### src/rtl/bp_pkg.sv
package bp_pkg;
  typedef enum logic {
    PART_STATIC  = 1'b0,
    PART_DYNAMIC = 1'b1
  } part_mode_e;

  typedef logic [1:0] tid_vec_t;
endpackage

### src/rtl/bp_conflict_arb.sv
module bp_conflict_arb #(
  parameter int BW = 3
) (
  input  logic            clk,
  input  logic            rst,
  input  logic [BW-1:0]   bank0,
  input  logic            vld0,
  input  logic [BW-1:0]   bank1,
  input  logic            vld1,
  output bp_pkg::tid_vec_t grant,
  output logic            conflict
);
  logic             rr_q;
  logic             hit;
  bp_pkg::tid_vec_t grant_n;

  always_comb begin
    hit = vld0 && vld1 && (bank0 == bank1);
    if (hit) grant_n = rr_q ? 2'b10 : 2'b01;
    else     grant_n = {vld1, vld0};
  end

  always_ff @(posedge clk) begin
    if (rst) begin
      grant    <= '0;
      conflict <= 1'b0;
      rr_q     <= 1'b0;
    end else begin
      grant    <= grant_n;
      conflict <= hit;
      if (hit) rr_q <= ~rr_q;
    end
  end
endmodule

### src/rtl/bp_quota_ctrl.sv
module bp_quota_ctrl #(
  parameter int NBANK    = 8,
  parameter int CNT_W    = 16,
  parameter int INTERVAL = 256
) (
  input  logic                        clk,
  input  logic                        rst,
  input  bp_pkg::part_mode_e          mode,
  input  logic [CNT_W-1:0]            prog0,
  input  logic [CNT_W-1:0]            prog1,
  input  logic [CNT_W-1:0]            thr_grow,
  input  logic [$clog2(NBANK+1)-1:0]  thr_floor,
  output logic [NBANK-1:0]            mask
);
  localparam int QW   = $clog2(NBANK + 1);
  localparam int IW   = $clog2(INTERVAL);
  localparam int HALF = NBANK / 2;

  function automatic logic [NBANK-1:0] mask_of(input logic [QW-1:0] q);
    logic [NBANK-1:0] m;
    for (int i = 0; i < NBANK; i++)
      m[i] = ((QW+1)'(i) + {1'b0, q}) >= (QW+1)'(NBANK);
    return m;
  endfunction

  logic [IW-1:0]    ivl_cnt;
  logic [QW-1:0]    quota, quota_n;
  logic             boundary;
  logic [CNT_W:0]   lim0, lim1;
  logic             fast1, fast0, room1, room0;

  always_comb begin
    boundary = (ivl_cnt == IW'(INTERVAL - 1));
    lim0  = {1'b0, prog0} + {1'b0, thr_grow};
    lim1  = {1'b0, prog1} + {1'b0, thr_grow};
    fast1 = {1'b0, prog1} > lim0;
    fast0 = {1'b0, prog0} > lim1;
    room1 = ({1'b0, quota} + (QW+1)'(1) + {1'b0, thr_floor}) <= (QW+1)'(NBANK);
    room0 = quota > thr_floor;
    if (mode == bp_pkg::PART_STATIC) quota_n = QW'(HALF);
    else if (fast1 && room1)         quota_n = quota + QW'(1);
    else if (fast0 && room0)         quota_n = quota - QW'(1);
    else                             quota_n = quota;
  end

  always_ff @(posedge clk) begin
    if (rst) begin
      ivl_cnt <= '0;
      quota   <= QW'(HALF);
      mask    <= mask_of(QW'(HALF));
    end else begin
      ivl_cnt <= boundary ? '0 : ivl_cnt + IW'(1);
      if (boundary) begin
        quota <= quota_n;
        mask  <= mask_of(quota_n);
      end
    end
  end
endmodule

### src/rtl/bp_refill_gate.sv
module bp_refill_gate #(
  parameter int NBANK = 8,
  parameter int BW    = 3
) (
  input  logic             clk,
  input  logic             rst,
  input  logic             req,
  input  logic             tid,
  input  logic [BW-1:0]    bank,
  input  logic [NBANK-1:0] mask,
  output logic [NBANK-1:0] en
);
  for (genvar i = 0; i < NBANK; i++) begin : g_bank
    always_ff @(posedge clk) begin
      if (rst) en[i] <= 1'b0;
      else     en[i] <= req && (bank == BW'(i)) && (mask[i] == tid);
    end
  end
endmodule

### src/rtl/bank_partitioner.sv
module bank_partitioner #(
  parameter int NBANK    = 8,
  parameter int PC_W     = 32,
  parameter int BANK_LSB = 3,
  parameter int CNT_W    = 16,
  parameter int INTERVAL = 256,
  localparam int BW      = $clog2(NBANK),
  localparam int QW      = $clog2(NBANK + 1)
) (
  input  logic              clk,
  input  logic              rst,
  input  logic [PC_W-1:0]   pc0_i,
  input  logic              pc_vld0_i,
  input  logic [PC_W-1:0]   pc1_i,
  input  logic              pc_vld1_i,
  input  logic [CNT_W-1:0]  prog0_i,
  input  logic [CNT_W-1:0]  prog1_i,
  input  logic              dyn_mode_i,
  input  logic [CNT_W-1:0]  thr_grow_i,
  input  logic [QW-1:0]     thr_floor_i,
  input  logic              refill_req_i,
  input  logic              refill_tid_i,
  input  logic [BW-1:0]     refill_bank_i,
  output logic [NBANK-1:0]  own_mask_o,
  output logic [1:0]        grant_o,
  output logic              conflict_o,
  output logic [NBANK-1:0]  refill_en_o
);
  bp_pkg::part_mode_e mode;
  logic [BW-1:0]      bank0, bank1;

  always_comb begin
    mode  = bp_pkg::part_mode_e'(dyn_mode_i);
    bank0 = pc0_i[BANK_LSB +: BW];
    bank1 = pc1_i[BANK_LSB +: BW];
  end

  bp_conflict_arb #(.BW(BW)) u_arb (
    .clk(clk), .rst(rst),
    .bank0(bank0), .vld0(pc_vld0_i),
    .bank1(bank1), .vld1(pc_vld1_i),
    .grant(grant_o), .conflict(conflict_o)
  );

  bp_quota_ctrl #(.NBANK(NBANK), .CNT_W(CNT_W), .INTERVAL(INTERVAL)) u_quota (
    .clk(clk), .rst(rst), .mode(mode),
    .prog0(prog0_i), .prog1(prog1_i),
    .thr_grow(thr_grow_i), .thr_floor(thr_floor_i),
    .mask(own_mask_o)
  );

  bp_refill_gate #(.NBANK(NBANK), .BW(BW)) u_refill (
    .clk(clk), .rst(rst),
    .req(refill_req_i), .tid(refill_tid_i), .bank(refill_bank_i),
    .mask(own_mask_o), .en(refill_en_o)
  );
endmodule

### config.mk
export PLATFORM = sky130hd
export DESIGN_NAME = bank_partitioner
export DESIGN_NICKNAME = d
export VERILOG_FILES = /design/src/rtl/bp_pkg.sv /design/src/rtl/bp_conflict_arb.sv /design/src/rtl/bp_quota_ctrl.sv /design/src/rtl/bp_refill_gate.sv /design/src/rtl/bank_partitioner.sv
export SDC_FILE = /design/constraint.sdc
export NUM_CORES = 1
export LEC_CHECK = 0
export BUFFER_PORTS_ARGS = -buffer_cell sky130_fd_sc_hd__buf_2
export CORE_MARGIN = 5
export CORE_UTILIZATION = 45
export CTS_BUF_LIST = sky130_fd_sc_hd__clkbuf_8
export DETAILED_ROUTE_END_ITERATION = 8
export GPL_TIMING_DRIVEN = 1
export PLACE_DENSITY = 0.74
export SYNTH_ARGS = -nofsm -noshare
export SYNTH_HDL_FRONTEND = slang
export SYNTH_SLANG_ARGS = --single-unit
### constraint.sdc
create_clock -name clk -period 8.1 [get_ports clk]
set_input_delay 1.62 -clock clk [delete_from_list [all_inputs] [get_ports clk]]
set_output_delay 1.62 -clock clk [all_outputs]
set_load 0.05 [all_outputs]
### Yosys cells after proc, flatten, opt, wreduce, memory -nomap -nowiden

Index checks and enable logic that the tools add are counted.

* reduce and logical (&&, ||, !) cells: 22
* bitwise gates (word level): 1
* equality and inequality tests: 17
* order comparisons: 12
* muxes and demuxes: 5
* add/sub/neg operators: 14

Operators with widths (number)
* 5-bit by 4-bit >= comparator with 1-bit output, second input constant: 7
* 16-bit by 16-bit adder with 17-bit output: 2
* 16-bit by 17-bit > comparator with 1-bit output: 2
* 3-bit by 4-bit adder with 5-bit output, first input constant: 4
* 1-bit logical AND: 20
* 3-bit equality test, second input constant: 4
* 4-bit 2-to-1 mux: 3
* 2-bit by 4-bit adder with 5-bit output, first input constant: 2
* 8-bit by 1-bit adder with 8-bit output, second input constant: 1
* 1-bit equality test: 8
* 8-bit equality test, second input constant: 1
* 3-bit by 2-bit equality test with 1-bit output, second input constant: 2
* 1-bit by 4-bit adder with 5-bit output, first input constant: 1
* 4-bit by 1-bit adder with 5-bit output, second input constant: 1
* 5-bit by 4-bit adder with 5-bit output: 1
* 5-bit by 4-bit less-or-equal comparator with 1-bit output, second input constant: 1
* 4-bit by 1-bit adder with 4-bit output, second input constant: 1
* 4-bit >= comparator, second input constant: 1
* 4-bit > comparator: 1
* 2-bit 2-to-1 mux: 2
* 4-bit by 1-bit subtractor with 4-bit output, second input constant: 1
* 3-bit by 1-bit equality test with 1-bit output, second input constant: 1
* 3-bit equality test: 1
* 3-bit logical NOT: 1
* other kinds (2): 2

* output and inout bits: 19
* logic and storage cells: 85
* flip-flop bits (word level): 32

### Logic depth before layout (Yosys ltp)

Gate-level depths: netlist of the first run.

* word-level depth: 8
* gate-level depth with buffers: 26
* depth with buffers taken out: 26

### Cells and area by module

A second synthesis of the first run with hierarchy kept.

* cell total of the unflattened synthesis: 466
* area total of the unflattened synthesis: 3796.1 um2

Modules (own cells, without submodules)
* bp_quota_ctrl: seq. area each 400.4 um2, cells an instance 417, area an instance 3296.9 um2, instances 1
* bp_refill_gate: seq. area each 160.2 um2, cells an instance 30, area an instance 319.1 um2, instances 1
* bp_conflict_arb: seq. area each 80.1 um2, cells an instance 19, area an instance 180.2 um2, instances 1

### Least setup slack after synthesis of the first run

No wires, ideal clock.

* path type: input to register
* start: input prog0_i[0]
* end: register u_quota.mask[7]
* stages: 26
* setup time: 0.123 ns
* required time: 7.977 ns
* path slack: 1.639 ns
* data arrival time: 6.338 ns
* cell sequence: ha_1 -> fa_1 -> a21oi_1 -> nor2_1 -> o21ai_0 -> nand2b_1 -> a21oi_1 -> o21bai_1 -> a21oi_1 -> o21a_1 -> xor2_1 -> ha_1 -> nand2_1 -> or4_4 -> a31oi_2 -> nor4b_2 -> a211oi_4 -> mux2i_1 -> xor2_1 -> nand2_1 -> inv_1 -> ha_1 -> inv_1 -> nor4b_1 -> o21a_1 -> o21ai_1

* longest elaborated chain between the ends: 7
* elaborated cells between the ends (all ways): 10
* those cells by class: 2 x add/sub; 3 x order compare; 3 x mux; 2 x reduce/logical

Ends and longest elaborated chain
* start: declaration: line bank_partitioner.sv:16 `input logic [CNT_W-1:0] prog0_i,`
* 16-bit by 16-bit adder with 17-bit output or 16-bit by 17-bit > comparator with 1-bit output (tied branches): line bp_quota_ctrl.sv:34, bp_quota_ctrl.sv:37
* 16-bit by 17-bit > comparator with 1-bit output or 1-bit logical AND (tied branches): line bp_quota_ctrl.sv:36, bp_quota_ctrl.sv:42
* 1-bit logical AND or 4-bit 2-to-1 mux (tied branches): line bp_quota_ctrl.sv:41, bp_quota_ctrl.sv:42
* 4-bit 2-to-1 mux *: line bp_quota_ctrl.sv:41 `else if (fast1 && room1) quota_n = quota + QW'(1);`
* 4-bit 2-to-1 mux *: line bp_quota_ctrl.sv:40 `if (mode == bp_pkg::PART_STATIC) quota_n = QW'(HALF);`
* net u_quota.quota_n[2]: line bp_quota_ctrl.sv:27 `logic [QW-1:0] quota, quota_n;`
* 3-bit by 4-bit adder with 5-bit output *: line bp_quota_ctrl.sv:22 `m[i] = ((QW+1)'(i) + {1'b0, q}) >= (QW+1)'(NBANK);`
* 5-bit by 4-bit >= comparator with 1-bit output *: line bp_quota_ctrl.sv:22
* end signal: assignment: line bp_quota_ctrl.sv:50 `mask <= mask_of(QW'(HALF));`
* end signal: assignment: line bp_quota_ctrl.sv:55 `mask <= mask_of(quota_n);`
* end: declaration: line bp_quota_ctrl.sv:13 `output logic [NBANK-1:0] mask`

Mark *: on every way through the listed nets, which the timed path passes. The rest lies on a longest branch.
A chain may end at the register's enable or synchronous reset.

### Worst setup path in the final report of the first run

Same ends and word-level chain as after synthesis.

==> metrics.md, run 1 <==
| Metric | Value |
|---|---|
| Crit path buffers/inverters | `3` |
| Avg WL per Cell | `13.9 um` |
| Syn Area/Cell | `8.27 um^2` |
| Asr flop ratio synth | `0` |
| Starting density of the core | `0.455` |
| Total CTS buffers | `5` |
| Slew headroom | `0.507` |
| Yosys synthesis warning count | `0` |
| Register area share after synthesis | `0.159` |
| Area leader, netlist | `ha_1` |
| Setup Fix Bufs, Post-CTS | `0` |
| Die Span Y | `103 um` |
| Fmax | `142 MHz` |
| R2R setup slack | `4.00 ns` |
| TritonCTS clock tree | `done` |
| Post-CTS Resized | `0` |
| Register area | `621 um^2` |
| Slowest CP cell | `or4_4` |
| Vias in the first global route | `3500` |
| Detailed Place HPWL | `8020 um` |
| Worst hold stages | `2` |
| DR vias/cell | `around 5.5` |
| Fin Setup TNS | `0 ns` |
| Grt ovf | `0` |
| Top cell type's share of synthesized area | `0.256` |
| Post-synthesis cell count | `473` |
| Crit path launch type | `primary input` |
| CTS Sinks | `31` |
| Htree depth | `2` |
| Clk slew on worst S/H paths | `around 0.060 ns` |
| Multi-input gate area | `3160 um^2` |
| Drc violations | `0` |
| Root buf cell | `clkbuf_8` |
| Least-Margin Pin Slew | `0.737 ns` |
| Gr usage total | `0.172` |
| Reg2reg end | `u_quota.mask[7]$_SDFFE_PP1P_` |
| Final period util | `0.871` |
| Most frequent cell after synthesis | `ha_1` |
| Pin count of the biggest net entering global routing | `21` |
| Clock Path Buffers | `2` |
| Min-delay src | `u_quota.ivl_cnt[7]$_SDFF_PP0_` |
| Rows | `34` |
| R2r startpoint | `u_quota.quota[0]$_SDFFE_PP0P_` |
| Worst path top cell family by delay | `compound AO/OA/AOI/OAI gates` |
| Synthesized flop and latch total | `31` |
| Mapped Area | `~3900 um^2` |
| Worst path max stage delay | `roughly 0.54 ns` |
| Die W | `approximately 100 um` |
| Final Setup Violations | `0` |
| Status | `finished, final reports clean` |
| Clock skew | `0.00637 ns` |
| First-pass GRT wire length | `15000 um` |
| DR pass1 iterations | `4` |
| # Max-Cap Violations | `0` |
| GPL Wtd Cong | `0.857` |
| Post-route ant nets | `0` |
| Unrepaired setup endpoints after global routing | `no` |
| Slew Limit Fails | `0` |
| Worst skew pair latency | `0.28 ns` |
| Critical path peak fanout | `9` |
| Fillcell total | `830` |
| Setup Crit Path Kind | `primary input to flip-flop` |
| CP arrival | `7.22 ns` |
| Peak supply drop | `0.0525 mV` |
| Leakage | `2.14 nW` |
| Worst Reg-to-Reg Cells | `18` |
| Post-synth EDFFs | `0` |
| Most frequent cells after synthesis | `80 x ha_1, 44 x a21oi_1, 32 x nand2_1, 32 x xor2_1, 31 x dfxtp_1` |
| Syn nets | `682` |
| Synth area leaders | `ha_1 26%, dfxtp_1 16%, xor2_1 7.2%, a21oi_1 5.6%, xnor2_1 3.4%` |
| Antenna violations before repair | `0` |
| Min Hold Slack | `0.502 ns` |
| Area grow syn2layout | `15.7%` |
| Final-report hold violation count | `0` |
| Top_reg_cell synth | `dfxtp_1` |
| WP data required | `a little over 8 ns` |
| Share of cells above drive strength 1 | `0.202` |
| Hold_buf cts | `0` |
| Vias | `approximately 3700` |
| Nets | `767` |
| Worst Hold End | `u_quota.ivl_cnt[7]$_SDFF_PP0_` |
| Routed WL | `9290 um` |
| Port bufs | `between 80 and 90` |
| # IOs | `145` |
| Ant. Diodes | `0` |
| HP Class | `flip-flop to flip-flop` |
| PD cells | `about 120 nW/um^2` |
| Unique masters post-synth | `61` |
| Die area | `10700 um^2` |
| CORE AREA | `8590 um^2` |
| Drt initial violations | `roughly 160` |
| Post-layout min period | `a little over 7 ns` |
| Crit end category | `flip-flop` |
[layout by cell type (no fill, tap or decap), types with 4 or more instances in the layout]
cell | netlist | layout
a211oi_1 | 5 | 5
a21o_1 | 10 | 10
a21oi_1 | 44 | 44
and3_1 | 5 | 5
buf_2 | 1 | 86
clkbuf_8 | 0 | 5
dfxtp_1 | 31 | 31
ha_1 | 80 | 80
inv_1 | 27 | 27
nand2_1 | 32 | 32
nand2b_1 | 6 | 6
nand3_1 | 17 | 17
nand4_1 | 8 | 8
nor2_1 | 24 | 24
nor2b_1 | 5 | 5
nor3_1 | 20 | 20
nor3b_1 | 5 | 5
nor4_1 | 4 | 4
o21a_1 | 6 | 6
o21ai_0 | 21 | 21
o21bai_1 | 7 | 7
or3_1 | 7 | 7
xnor2_1 | 15 | 15
xor2_1 | 32 | 32
[area by class of cell]
cell class                      count  area share
Clock inverter                      3     0.00332
Tap cell                          108      0.0298
Inverter                           27      0.0224
Multi-Input combinational cell    407       0.697
Clock buffer                        5      0.0152
Timing Repair Buffer               86      0.0951
Sequential cell                    31       0.137
[cells by family after synthesis]
group                    count (synthesis)  share of synthesized area
AND/OR/NAND/NOR                        155                      0.219
AO/OA/AOI/OAI                          118                      0.199
adder cells (fa/ha/maj)                 83                      0.271
XOR/XNOR                                48                      0.109
buffers and inverters                   35                     0.0348
flip-flops                              31                      0.159
multiplexers                             3                    0.00767
[where the power goes]
part	switching, mW	internal, mW	total, mW
clock network	0.0552	0.0586	0.114
registers	0.00180	0.155	0.157
logic	0.145	0.114	0.259
total	0.202	0.328	0.529
[how the worst max path moves through the flow]
stage | start | endpoint | slack (ns) | cells past startpoint
floorplan | prog0_i[0] | u_quota.mask[7]$_SDFFE_PP1P_ | 1.64 | 26
global placement | prog0_i[0] | u_quota.mask[7]$_SDFFE_PP1P_ | 0.83 | 25
detailed placement | prog0_i[0] | u_quota.mask[7]$_SDFFE_PP1P_ | 0.76 | 25
CTS | prog0_i[0] | u_quota.mask[7]$_SDFFE_PP1P_ | 1.03 | 25
global route | prog0_i[0] | u_quota.mask[7]$_SDFFE_PP1P_ | 0.61 | 25
finish | prog0_i[0] | u_quota.mask[7]$_SDFFE_PP1P_ | 1.05 | 25
[registers in the layout, summed over array words and instances (netlist names)]
name	count
u_quota.ivl_cnt	8
u_refill.en	8
u_quota.mask	7
u_quota.quota	4
u_arb.grant	2
u_arb.conflict	1
u_arb.rr_q	1
[per-stage QoR]
stage                     area, um^2  power [mW]  std cells  worst slack [ns]  utilization
after floorplan                 3910       0.348        473              1.64            -
after global routing            4530       0.573        667             0.612        0.527
after global placement          4440       0.409        659             0.828        0.517
final                           4530       0.529        667              1.05        0.527
after CTS                       4530       0.531        667              1.03        0.527
after detailed placement        4440       0.416        659             0.757        0.517
[metal layers]
layer	routed length, um	global-route usage	vias up
met1	4380	0.232	1653
met2	4280	0.290	88
li1	-	-	1904
met3	559	0.0309	9
met4	68	0.0309	0
met5	0	0	-
[worst register-to-register path, stage by stage (launching register included)]
cell	delay, ns
dfxtp_1	0.39
inv_1	0.15
ha_1	0.18
inv_1	0.05
fa_1	0.39
nor2b_1	0.15
o21bai_1	0.13
o211ai_1	0.11
a211o_1	0.28
a211oi_4	0.40
mux2i_1	0.28
xor2_1	0.27
nand2_1	0.23
inv_1	0.15
ha_1	0.22
inv_1	0.08
nor4b_1	0.33
o21a_1	0.15
o21ai_1	0.06
Power figures use the tool's default switching activity.
==> run 2: changes to the inputs <==
--- a/config.mk
+++ b/config.mk
@@ -7,3 +7,3 @@
 export LEC_CHECK = 0
-export BUFFER_PORTS_ARGS = -buffer_cell sky130_fd_sc_hd__buf_2
+export BUFFER_PORTS_ARGS = -buffer_cell sky130_fd_sc_hd__buf_4
 export CORE_MARGIN = 5
@@ -13,2 +13,3 @@
 export GPL_TIMING_DRIVEN = 1
+export HOLD_SLACK_MARGIN = 0.15
 export PLACE_DENSITY = 0.74
--- a/constraint.sdc
+++ b/constraint.sdc
@@ -3,2 +3,2 @@
 set_output_delay 1.62 -clock clk [all_outputs]
-set_load 0.05 [all_outputs]
+set_load 0.1 [all_outputs]
==> metrics.md, run 2 (synthesized netlist as in run 1, its figures left out) <==
| Metric | Value |
|---|---|
| Status | `finished, final reports clean` |
| # IOs | `145 (unchanged)` |
| M3 GR Usage | `0.0235 (-0.00738)` |
| Avg WL per Cell | `14.6 um (+4.6%)` |
| Setup Crit Path Kind | `primary input to flip-flop` |
| Area grow syn2layout | `21.3%` |
| Routed WL | `9710 um (+4.5%)` |
| Post-route ant nets | `0 (unchanged)` |
| Commonest non-fill, non-tap cell in the layout | `buf_4` |
| Vias | `3651 (-0.082%)` |
| Ant. Diodes | `0 (unchanged)` |
| CP arrival | `7.35 ns (+0.13 ns)` |
| CTS Sinks | `31 (unchanged)` |
| Htree depth | `2 (unchanged)` |
| Pin count of the biggest net entering global routing | `21 (unchanged)` |
| Clk slew on worst S/H paths | `0.06 ns (about the same)` |
| Drt initial violations | `143 (-12%)` |
| Leakage | `2.21 nW (+3.0%)` |
| Worst skew pair latency | `0.29 ns (about the same)` |
| Final-report hold violation count | `0 (unchanged)` |
| Detailed Place HPWL | `8220 um (+2.4%)` |
| Gr usage total | `0.181 (+0.00883)` |
| Setup Fix Bufs, Post-CTS | `0 (unchanged)` |
| TritonCTS clock tree | `done` |
| Unrepaired setup endpoints after global routing | `no` |
| First-pass GRT wire length | `15700 um (+4.3%)` |
| Final period util | `0.886 (+0.0152)` |
| Final Setup Violations | `0 (unchanged)` |
| Rows | `34 (unchanged)` |
| Clock Path Buffers | `2 (unchanged)` |
| PD cells | `117 nW/um^2 (-0.16%)` |
| Fin Setup TNS | `0 ns (unchanged)` |
| DR vias/cell | `5.48 (about the same)` |
| Grt ovf | `0 (unchanged)` |
| Peak supply drop | `0.0531 mV (+1.2%)` |
| Die W | `103 um (unchanged)` |
| Crit end category | `flip-flop` |
| Fin area | `4750 um^2 (+4.8%)` |
| Die area | `10700 um^2 (unchanged)` |
| Top Registers | `u_quota.ivl_cnt: 8 flops, u_refill.en: 8 flops, u_quota.mask: 7 flops` |
| Gr busiest metal | `met2` |
| Port bufs | `86 (unchanged)` |
| Met2 global-route usage | `0.298 (+0.00789)` |
| Slew Limit Fails | `0 (unchanged)` |
| HP Class | `flip-flop to flip-flop` |
| # Max-Cap Violations | `0 (unchanged)` |
| Post-DP Area | `4660 um^2 (+4.8%)` |
| Antenna violations before repair | `0 (unchanged)` |
| Die Span Y | `103 um (unchanged)` |
| Met1 usage | `0.257 (+0.0255)` |
| Slowest CP cell | `or4_4` |
| Share of cells above drive strength 1 | `0.201 (-0.00143)` |
| Least-Margin Pin Slew | `0.767 ns (+0.0298 ns)` |
| GPL Wtd Cong | `0.841 (-2.0%)` |
| Worst path max stage delay | `0.55 ns (about the same)` |
| DR pass1 iterations | `4 (unchanged)` |
| Crit path launch type | `primary input` |
| Nets | `767 (unchanged)` |
| Slew headroom | `0.487 (-0.0200)` |
| Post-layout min period | `7.18 ns (+0.123 ns)` |
| Commonest non-fill, non-tap cells in the layout | `86 x buf_4, 80 x ha_1, 44 x a21oi_1` |
| CORE AREA | `8590 um^2 (unchanged)` |
| WP data required | `8.27 ns (about the same)` |
| Post-CTS Resized | `0 (unchanged)` |
| Total CTS buffers | `5 (unchanged)` |
| Drc violations | `0 (unchanged)` |
| Hold_buf cts | `0 (unchanged)` |
| Root buf cell | `clkbuf_8` |
| Clock skew | `0.00855 ns (+0.00217 ns)` |
| Starting density of the core | `0.455 (unchanged)` |
| Vias in the first global route | `3536 (+1.0%)` |
| Critical path peak fanout | `9 (unchanged)` |
| Fmax | `139 MHz (-1.7%)` |
## run 2: cell count changes in the layout (fill, tap and decap cells not counted)
cell / before / now
buf_2: 86 / 0
buf_4: 0 / 86
clkbuf_8: 5 / 6
clkinv_2: 3 / 1
## run 2: area by class of cell
cell class                      instances  area (um^2)
Multi-Input combinational cell        407         3160
Clock buffer                            6         82.6
Sequential cell                        31          621
Tap cell                              108          135
Inverter                               27          101
Timing Repair Buffer                   86          646
Fill cell                             817         3850
Clock inverter                          1         5.00
## run 2: stage by stage
stage	power [mW]	util	hold slack (ns)	std cells	worst slack [ns]
floorplan	0.352	-	0.472	473	1.64
global placement	0.423	0.542	0.483	659	0.790
detailed placement	0.431	0.542	0.500	659	0.673
CTS	0.554	0.552	0.509	666	0.949
global route	0.597	0.552	0.542	666	0.562
finish	0.554	0.552	0.506	666	0.922
## run 2: final timing paths
check,startpoint,endpoint,slack (ns),cells after the start
worst min register to register,u_quota.mask[4]$_SDFFE_PP1P_,u_quota.mask[4]$_SDFFE_PP1P_,0.51,2
worst max-delay path,prog0_i[0],u_quota.mask[7]$_SDFFE_PP1P_,0.92,25
worst min-delay path,u_quota.mask[4]$_SDFFE_PP1P_,u_quota.mask[4]$_SDFFE_PP1P_,0.51,2
worst max register to register,u_quota.quota[0]$_SDFFE_PP0P_,u_quota.mask[7]$_SDFFE_PP1P_,3.92,18
## run 2: worst max-delay path: cells and delay by family
family / cells / cell delay [ns]
multiplexers: 1 / 0.28
AND/OR/NAND/NOR: 7 / 1.60
XOR/XNOR: 2 / 0.40
buffers and inverters: 3 / 0.34
adder cells (fa/ha/maj): 4 / 1.16
AO/OA/AOI/OAI: 8 / 1.94
## run 2: power breakdown
part,total (mW),leakage [nW],switching (mW),internal (mW)
combinational,0.276,1.91,0.151,0.124
sequential,0.157,0.251,0.00178,0.155
clock,0.122,0.0470,0.0554,0.0665
total,0.554,2.21,0.209,0.346
## run 2: metal layers
layer / up-vias / wire length (um)
met2: 77 / 4370
met3: 7 / 426
met1: 1674 / 4840
met5: - / 0
li1: 1893 / -
met4: 0 / 66
